$ cat src/rtl/afsk_demod_pkg.sv
package afsk_demod_pkg;

    localparam int SMP_W     = 8;
    localparam int ACC_W     = 16;
    localparam int SPB       = 8;
    localparam int DLY_LEN   = SPB / 2;
    localparam int PROD_SHR  = 2;
    localparam int PH_STEP   = 8;
    localparam int PH_NUDGE  = 1;
    localparam int PH_FULL   = SPB * PH_STEP;
    localparam int PH_HALF   = PH_FULL / 2;
    localparam int PH_W      = $clog2(PH_FULL) + 1;

    typedef logic signed [ACC_W-1:0] acc_t;

    typedef struct packed {
        logic valid;
        logic level;
    } slice_t;

    typedef struct packed {
        logic strobe;
        logic data;
    } dbit_t;

    function automatic logic vote3(input logic [2:0] b);
        return (b[0] & b[1]) | (b[0] & b[2]) | (b[1] & b[2]);
    endfunction

endpackage

$ cat src/rtl/afsk_discrim.sv
module afsk_discrim
    import afsk_demod_pkg::*;
#(
    parameter int W   = SMP_W,
    parameter int DLY = DLY_LEN,
    parameter int SHR = PROD_SHR
) (
    input  logic                clk,
    input  logic                rst,
    input  logic                in_valid,
    input  logic signed [W-1:0] in_smp,
    output acc_t                x_out
);

    localparam int PW = 2 * W;

    logic signed [W-1:0]  dly_q [DLY];
    logic signed [PW-1:0] prod;

    assign prod  = dly_q[DLY-1] * in_smp;
    assign x_out = ACC_W'(prod >>> SHR);

    always_ff @(posedge clk) begin
        if (rst) begin
            for (int i = 0; i < DLY; i++) dly_q[i] <= '0;
        end else if (in_valid) begin
            dly_q[0] <= in_smp;
            for (int i = 1; i < DLY; i++) dly_q[i] <= dly_q[i-1];
        end
    end

endmodule

$ cat src/rtl/afsk_lpf.sv
module afsk_lpf
    import afsk_demod_pkg::*;
#(
    parameter int GUARD = 2
) (
    input  logic   clk,
    input  logic   rst,
    input  logic   in_valid,
    input  acc_t   x_in,
    output slice_t slc,
    output acc_t   y_out
);

    localparam int SW = ACC_W + GUARD;

    acc_t                 x_prev_q;
    acc_t                 y_q;
    logic signed [SW-1:0] sum;
    acc_t                 y_nx;

    assign sum = SW'(x_prev_q) + SW'(x_in)
               + SW'(y_q >>> 1) + SW'(y_q >>> 3) + SW'(y_q >>> 5);
    assign y_nx = ACC_W'(sum);

    assign slc.valid = in_valid;
    assign slc.level = (y_nx > 0);
    assign y_out     = y_q;

    always_ff @(posedge clk) begin
        if (rst) begin
            x_prev_q <= '0;
            y_q      <= '0;
        end else if (in_valid) begin
            x_prev_q <= x_in;
            y_q      <= y_nx;
        end
    end

endmodule

$ cat src/rtl/afsk_bitsync.sv
module afsk_bitsync
    import afsk_demod_pkg::*;
#(
    parameter int FULL  = PH_FULL,
    parameter int HALF  = PH_HALF,
    parameter int STEP  = PH_STEP,
    parameter int NUDGE = PH_NUDGE,
    parameter int W     = PH_W
) (
    input  logic         clk,
    input  logic         rst,
    input  slice_t       slc,
    output dbit_t        dbit,
    output logic [W-1:0] phase
);

    logic [2:0]   hist_q, hist_n;
    logic [1:0]   found_q, found_n;
    logic [W-1:0] ph_q, ph_a, ph_b, ph_n;
    logic         lvl_edge, wrap;
    dbit_t        out_q;

    always_comb begin
        hist_n   = {hist_q[1:0], slc.level};
        lvl_edge = hist_n[0] ^ hist_n[1];
        if (!lvl_edge)
            ph_a = ph_q;
        else if (ph_q < W'(HALF))
            ph_a = ph_q + W'(NUDGE);
        else
            ph_a = ph_q - W'(NUDGE);
        ph_b    = ph_a + W'(STEP);
        wrap    = (ph_b >= W'(FULL));
        ph_n    = wrap ? (ph_b - W'(FULL)) : ph_b;
        found_n = {found_q[0], vote3(hist_n)};
    end

    always_ff @(posedge clk) begin
        if (rst) begin
            hist_q  <= '0;
            found_q <= '0;
            ph_q    <= '0;
            out_q   <= '0;
        end else begin
            out_q.strobe <= 1'b0;
            if (slc.valid) begin
                hist_q <= hist_n;
                ph_q   <= ph_n;
                if (wrap) begin
                    found_q      <= found_n;
                    out_q.strobe <= 1'b1;
                    out_q.data   <= ~(found_n[1] ^ found_n[0]);
                end
            end
        end
    end

    assign dbit  = out_q;
    assign phase = ph_q;

endmodule

$ cat src/rtl/afsk_demod.sv
module afsk_demod
    import afsk_demod_pkg::*;
(
    input  logic                    clk,
    input  logic                    rst,
    input  logic                    smp_valid,
    input  logic signed [SMP_W-1:0] smp_in,
    output logic                    bit_stb,
    output logic                    bit_val
);

    acc_t            x_cur;
    acc_t            y_cur;
    slice_t          slc;
    dbit_t           dbit;
    logic [PH_W-1:0] phase;

    afsk_discrim #(.W(SMP_W), .DLY(DLY_LEN), .SHR(PROD_SHR)) u_disc (
        .clk      (clk),
        .rst      (rst),
        .in_valid (smp_valid),
        .in_smp   (smp_in),
        .x_out    (x_cur)
    );

    afsk_lpf #(.GUARD(2)) u_lpf (
        .clk      (clk),
        .rst      (rst),
        .in_valid (smp_valid),
        .x_in     (x_cur),
        .slc      (slc),
        .y_out    (y_cur)
    );

    afsk_bitsync #(
        .FULL(PH_FULL), .HALF(PH_HALF), .STEP(PH_STEP),
        .NUDGE(PH_NUDGE), .W(PH_W)
    ) u_sync (
        .clk   (clk),
        .rst   (rst),
        .slc   (slc),
        .dbit  (dbit),
        .phase (phase)
    );

    assign bit_stb = dbit.strobe;
    assign bit_val = dbit.data;

endmodule

$ cat config.mk
export PLATFORM = sky130hd
export DESIGN_NAME = afsk_demod
export DESIGN_NICKNAME = d
export VERILOG_FILES = /design/src/rtl/afsk_demod_pkg.sv /design/src/rtl/afsk_discrim.sv /design/src/rtl/afsk_lpf.sv /design/src/rtl/afsk_bitsync.sv /design/src/rtl/afsk_demod.sv
export SDC_FILE = /design/constraint.sdc
export NUM_CORES = 1
export LEC_CHECK = 0
export BUFFER_PORTS_ARGS = -buffer_cell sky130_fd_sc_hd__buf_2
export CORE_MARGIN = 2
export CORE_UTILIZATION = 65
export CTS_BUF_LIST = sky130_fd_sc_hd__clkbuf_4 sky130_fd_sc_hd__clkbuf_8 sky130_fd_sc_hd__clkbuf_16
export CTS_CLUSTER_SIZE = 24
export DETAILED_ROUTE_END_ITERATION = 16
export PLACE_DENSITY = 0.89
export SETUP_SLACK_MARGIN = 0.3
export SLEW_MARGIN = 20
export SYNTH_ARGS = -nofsm -noshare
export SYNTH_HDL_FRONTEND = slang
export SYNTH_SLANG_ARGS = --single-unit
$ cat constraint.sdc
create_clock -name clk -period 12.1 [get_ports clk]
set_input_delay 0.605 -clock clk [delete_from_list [all_inputs] [get_ports clk]]
set_output_delay 0.605 -clock clk [all_outputs]
set_load 0.05 [all_outputs]
==> flow_metrics.py, run 1 <==
metrics = {
    "status": {
        "outcome": "complete, no violations",
    },
    "floorplanning": {
        "core_area_sq_um": 11400,
        "start_util_pct": 66.5,
        "die_h_um": 112,
        "dieWidth_um": 112,
        "dieArea_sq_um": 12600,
        "pin_count": 13,
        "rows": 39,
    },
    "grt": {
        "antenna_found_initial": 0,
        "globalRouteOverflowTotal": 0,
        "grt_first_pass_wirelength_mm": 29.0,
        "grt_pass1_vias": 6024,
        "grt_max_degree": 38,
        "grtUsageTotal_pct": 28.8,
    },
    "worst_setup_path": {
        "crit_fanout": 8,
        "r2r_setup_slack_ns": 1.79,
        "critPathCaptureType": "flop",
        "path_common_cell": "fa_1",
        "cp_num_buf_inv": 6,
        "max_stage_delay_ns": 0.56,
        "crit_required_ns": 12.37,
        "crit_arrival_ns": 10.59,
        "crit_path_top_delay_cell": "edfxtp_1",
        "worstSetupStartpointType": "flop",
        "path_class": "reg -> reg",
        "crit_family": "adder cells",
    },
    "run": {
        "cap_violations": 0,
    },
    "clocking": {
        "ctsResizeCount": 0,
        "cts_setup_buffers": 0,
        "cts_made_buffers": 9,
        "clock_sinks": 73,
        "htreeDepth": 3,
        "root_buffer": "clkbuf_16",
        "cts_tree": "done",
        "ctsHoldBuffers": 0,
        "clkTransAtPathRegs_ns": 0.06,
        "clk_latency_ns": 0.35,
        "cts_buffer_depth": 2,
    },
    "route": {
        "drtAntennaViolNets": 0,
        "via_count": 5603,
        "totalWireLength_mm": 16.6,
        "dr.pass1.iters": 5,
        "vias_per_cell": 5.87,
        "drt_iter0_drc": 313,
        "avgRoutedWirePerCell_um": 17.4,
        "route.detailed.drc": 0,
    },
    "logic_synthesis": {
        "ys_seq_elements": 73,
        "seq_area_frac_synth_pct": 23.5,
        "ys_types": 67,
        "syn_nets": 962,
        "synth_cells": 800,
        "netlist_area_sq_um": 7590,
        "synthArstFlopShare_pct": 0,
        "synth_warnings": 0,
        "synth_ff_type": "dfxtp_1",
        "avgSynthCellArea_sq_um": 9.49,
        "synth_edf_count": 32,
    },
    "timing": {
        "min_period_over_period_pct": 85.2,
        "setup_tns_ns": 0,
        "finalMaxSlewViolations": 0,
        "slew_headroom_pct": 35.6,
        "fin_worst_skew_ns": 0.00509,
        "min_period_ns": 10.31,
        "setup_violations": 0,
        "worst_slew_pin_slew_ns": 0.966,
        "fmax_mhz": 97.0,
        "rsz0062_at_grt": "no",
        "hold_viol": 0,
        "holdWs_ns": 0.486,
    },
    "placement": {
        "routabilityCongestion": 0.896,
        "numPortBuffers": 12,
        "dp_hpwl_mm": 12.8,
        "placed_cells": 939,
    },
    "finish": {
        "drive_gt1_share_pct": 5.67,
        "syn_to_final_growth_pct": 6.64,
        "fill_cells": 816,
        "diodes": 0,
        "nets": 969,
        "fin_cells": 955,
    },
    "min_path": {
        "hold_path_class": "reg -> reg",
    },
}
[state kept, by name, summed over array words and instances, names as in the netlist]
signal and count:
u_disc.dly_q 32, u_sync.phase 7, u_sync.found_q 1, u_lpf.x_prev_q 14
u_lpf.y_out 15, u_sync.hist_q 2, u_sync.dbit 2
[placed cells by master (no fill, tap or decap), drive strengths merged, types with 7 or more instances in the layout]
cell type	instances
inv	171
fa	95
and2	73
ha	56
nor2	54
dfxtp	41
nand2	36
edfxtp	32
a21oi	22
xnor2	21
o21ai	19
mux2i	15
buf	15
nor3	12
clkbuf	10
a211oi	10
a21o	9
nor2b	9
o211ai	9
nand3	8
xor2	7
[worst min-delay path: stages, from the launching register on]
cell,delay (ns)
dfxtp_1,0.33
nand2_1,0.05
o211ai_1,0.07
[per-layer routing]
layer / routed length, um / global-route usage (%) / share of wire, %
met5: 0 / 0 / 0
met4: 516 / 12.3 / 3.1
met3: 933 / 4.64 / 5.6
met2: 8340 / 48.2 / 50
met1: 6840 / 37.5 / 41
[logic make-up (layout without fill, tap and decap cells)]
logic type / Yosys count / after routing / share of synthesized area [%]
buffers and inverters: 188 / 200 / 9.44
muxes: 18 / 18 / 2.42
DFF: 73 / 73 / 23.5
AOI/OAI and AO/OA: 124 / 124 / 12.1
xor gates and xnor gates: 28 / 28 / 3.23
and+or+nand+nor: 218 / 218 / 15.1
adders and majority gates: 151 / 151 / 34.3
[worst paths after layout]
check | end | from | depth (start not counted)
setup / recovery | u_sync.dbit[0]$_SDFFE_PP0P_ | u_disc.dly_q[3][6]$_SDFFCE_PN0P_ | 37
setup reg to reg | u_sync.dbit[0]$_SDFFE_PP0P_ | u_disc.dly_q[3][6]$_SDFFCE_PN0P_ | 37
hold reg to reg | u_lpf.x_prev_q[10]$_SDFFE_PP0P_ | u_lpf.x_prev_q[10]$_SDFFE_PP0P_ | 2
hold / removal | u_lpf.x_prev_q[10]$_SDFFE_PP0P_ | u_lpf.x_prev_q[10]$_SDFFE_PP0P_ | 2
[stage by stage]
stage | util, % | setup slack (ns) | area, sq um
final | 70.9 | 1.79 | 8100
after detailed placement | 68.1 | 1.73 | 7780
after global routing | 70.9 | 1.02 | 8100
after global placement | 68.1 | 2.13 | 7780
after CTS | 70.9 | 1.85 | 8100
after floorplan | - | 2.75 | 7590
[synth_stat cells, drive strengths merged, types with 8 or more instances]
cell / count / share of area (%)
a211oi: 10 / 1.1
a21oi: 22 / 1.4
ha: 56 / 9.2
nand3: 8 / 0.53
dfxtp: 41 / 11
nor3: 12 / 0.79
o21ai: 19 / 1.3
a21o: 9 / 0.89
mux2i: 15 / 2.0
clkbuf: 14 / 0.69
nand2: 36 / 1.8
and2: 73 / 6.0
fa: 95 / 25
xnor2: 21 / 2.4
inv: 169 / 8.4
o211ai: 9 / 0.96
nor2: 54 / 2.7
edfxtp: 32 / 13
nor2b: 9 / 0.84
[cell type report]
cell class	count	area, sq um	area share [%]
multi-input cells	539	5100	63.0
flip-flops and latches	73	1780	22.0
inverters	169	634	7.83
clock buffers	10	250	3.09
well taps	143	179	2.21
repair buffers	15	82.6	1.02
clock inverters	6	72.6	0.896
Power of run 1 is left out: the tool's default activity adds up to more than one toggle a clock period on the data nets, which glitch-free logic cannot reach.
==> run 2, diff against run 1 <==
--- a/config.mk
+++ b/config.mk
@@ -7,13 +7,15 @@
 export LEC_CHECK = 0
 export BUFFER_PORTS_ARGS = -buffer_cell sky130_fd_sc_hd__buf_2
 export CORE_MARGIN = 2
-export CORE_UTILIZATION = 65
+export CORE_UTILIZATION = 66
 export CTS_BUF_LIST = sky130_fd_sc_hd__clkbuf_4 sky130_fd_sc_hd__clkbuf_8 sky130_fd_sc_hd__clkbuf_16
 export CTS_CLUSTER_SIZE = 24
 export DETAILED_ROUTE_END_ITERATION = 16
-export PLACE_DENSITY = 0.89
+export PLACE_DENSITY = 0.9
 export SETUP_SLACK_MARGIN = 0.3
+export SKIP_CTS_REPAIR_TIMING = 1
 export SLEW_MARGIN = 20
 export SYNTH_ARGS = -nofsm -noshare
 export SYNTH_HDL_FRONTEND = slang
 export SYNTH_SLANG_ARGS = --single-unit
+export TNS_END_PERCENT = 20
==> constraint.sdc (replaced) <==
create_clock -name clk -period 12.5 [get_ports clk]
set_input_delay 0.625 -clock clk [delete_from_list [all_inputs] [get_ports clk]]
set_output_delay 0.625 -clock clk [all_outputs]
set_load 0.05 [all_outputs]
==> run 2 against run 1 <==
  * Routed wire length is 0.15% lower
  * Global-route usage hardly changed
  * Critical path type unchanged
  * Final cell count is the same
  * Utilization is 0.37 points higher
  * Critical endpoint is now u_sync.found_q[0]$_SDFFE_PP0P_
  * Clock skew is 0.0027 ns higher
  * Sequential share of layout area grew 0.075 points
  * First-iteration DRC count rose by 23%
  * Count of clock-buffer cells in the layout fell by 1
  * Maximum frequency down 1.3%
  * Critical path depth did not move
  * Largest cell class unchanged
  * Setup slack improved by 0.26 ns
  * Die area down 1.5%
==> flow_metrics.py, run 2 (synthesis gave the netlist of run 1 again) <==
metrics = {
    "status": {
        "outcome": "complete, no violations",
    },
    "finish": {
        "diodes": 0,
        "largest_reg_flops": 32,
        "final_common_cell": "inv_1",
        "syn_to_final_growth_pct": 6.28,
        "final_util_pct": 71.3,
        "nets": 969,
        "mostFrequentLayoutCells": "inv_1 (168), fa_1 (95), and2_1 (73)",
        "largest_register": "u_disc.dly_q",
        "drive_gt1_share_pct": 5.67,
    },
    "route": {
        "drtAntennaViolNets": 0,
        "drt_iter0_drc": 385,
        "route.detailed.drc": 0,
        "avgRoutedWirePerCell_um": 17.4,
        "vias_per_cell": 5.83,
        "dr.pass1.iters": 5,
        "via_count": 5570,
        "totalWireLength_mm": 16.6,
    },
    "clocking": {
        "cts_made_buffers": 9,
        "clk_latency_ns": 0.34,
        "cts_buffer_depth": 2,
        "root_buffer": "clkbuf_16",
        "clock_sinks": 73,
        "clkTransAtPathRegs_ns": 0.06,
        "htreeDepth": 3,
        "cts_tree": "done",
    },
    "timing": {
        "setup_tns_ns": 0,
        "min_period_ns": 10.45,
        "finalMaxSlewViolations": 0,
        "setup_violations": 0,
        "hold_viol": 0,
        "fin_worst_skew_ns": 0.00779,
        "fmax_mhz": 95.7,
        "rsz0062_at_grt": "no",
        "slew_headroom_pct": 45.6,
        "worst_slew_pin_slew_ns": 0.816,
        "min_period_over_period_pct": 83.6,
    },
    "floorplanning": {
        "dieWidth_um": 111,
        "pin_count": 13,
        "die_h_um": 111,
        "start_util_pct": 67.1,
        "rows": 39,
        "dieArea_sq_um": 12400,
        "core_area_sq_um": 11300,
    },
    "worst_setup_path": {
        "crit_path_top_delay_cell": "fa_1",
        "max_stage_delay_ns": 0.56,
        "crit_fanout": 8,
        "path_common_cell": "fa_1",
        "path_class": "reg -> reg",
        "crit_arrival_ns": 10.72,
        "crit_required_ns": 12.76,
        "critPathCaptureType": "flop",
        "worstSetupStartpointType": "flop",
    },
    "grt": {
        "grtUsageTotal_pct": 28.8,
        "globalRouteOverflowTotal": 0,
        "antenna_found_initial": 0,
        "grt_first_pass_wirelength_mm": 28.7,
        "grt_pass1_vias": 5890,
        "grt_max_degree": 38,
    },
    "placement": {
        "routabilityCongestion": 0.915,
        "dp_hpwl_mm": 12.9,
        "numPortBuffers": 12,
    },
    "min_path": {
        "hold_path_class": "reg -> reg",
    },
    "run": {
        "cap_violations": 0,
    },
}
## run 2: final timing paths
kind / slack [ns] / from / endpoint / cells past startpoint
min: 0.50 / u_lpf.y_out[2]$_SDFFE_PP0P_ / u_lpf.y_out[2]$_SDFFE_PP0P_ / 2
max reg2reg: 2.05 / u_disc.dly_q[3][5]$_SDFFCE_PN0P_ / u_sync.found_q[0]$_SDFFE_PP0P_ / 37
max: 2.05 / u_disc.dly_q[3][5]$_SDFFCE_PN0P_ / u_sync.found_q[0]$_SDFFE_PP0P_ / 37
min reg2reg: 0.50 / u_lpf.y_out[2]$_SDFFE_PP0P_ / u_lpf.y_out[2]$_SDFFE_PP0P_ / 2
## run 2: area by class of cell
type                    count  area (sq um)
multi-input cells         539          5100
clock inverters             7          70.1
flip-flops and latches     73          1780
clock buffers               9           225
inverters                 169           634
well taps                 143           179
fillers                   834          3250
repair buffers             15          82.6
## run 2: worst max-delay path: cells and delay by family (launching register included)
family	cells	cell delay, ns
fa+ha+maj	10	4.76
compound gates	12	2.75
simple gates	7	1.61
flops	1	0.55
buf+inv	6	0.36
xor+xnor	2	0.34
## run 2: layer usage
layer  track usage (%)  wire, um  vias up
li1                  -         -     2606
met1              38.2      6860     2736
met2              48.7      8380      177
met3              4.43       868       51
met4              9.88       499        0
met5                 0         0        -
## run 2: metrics by stage
step                      setup WS (ns)  instances  hold slack (ns)  cell area, sq um
after CTS                          2.16        955            0.497              8070
after floorplan                    3.13        800            0.443              7590
final                              2.05        955            0.497              8070
after global placement             2.51        939            0.460              7780
after global routing               1.42        955            0.514              8070
after detailed placement           2.09        939            0.488              7780
Power of run 2 is left out for the same reason.
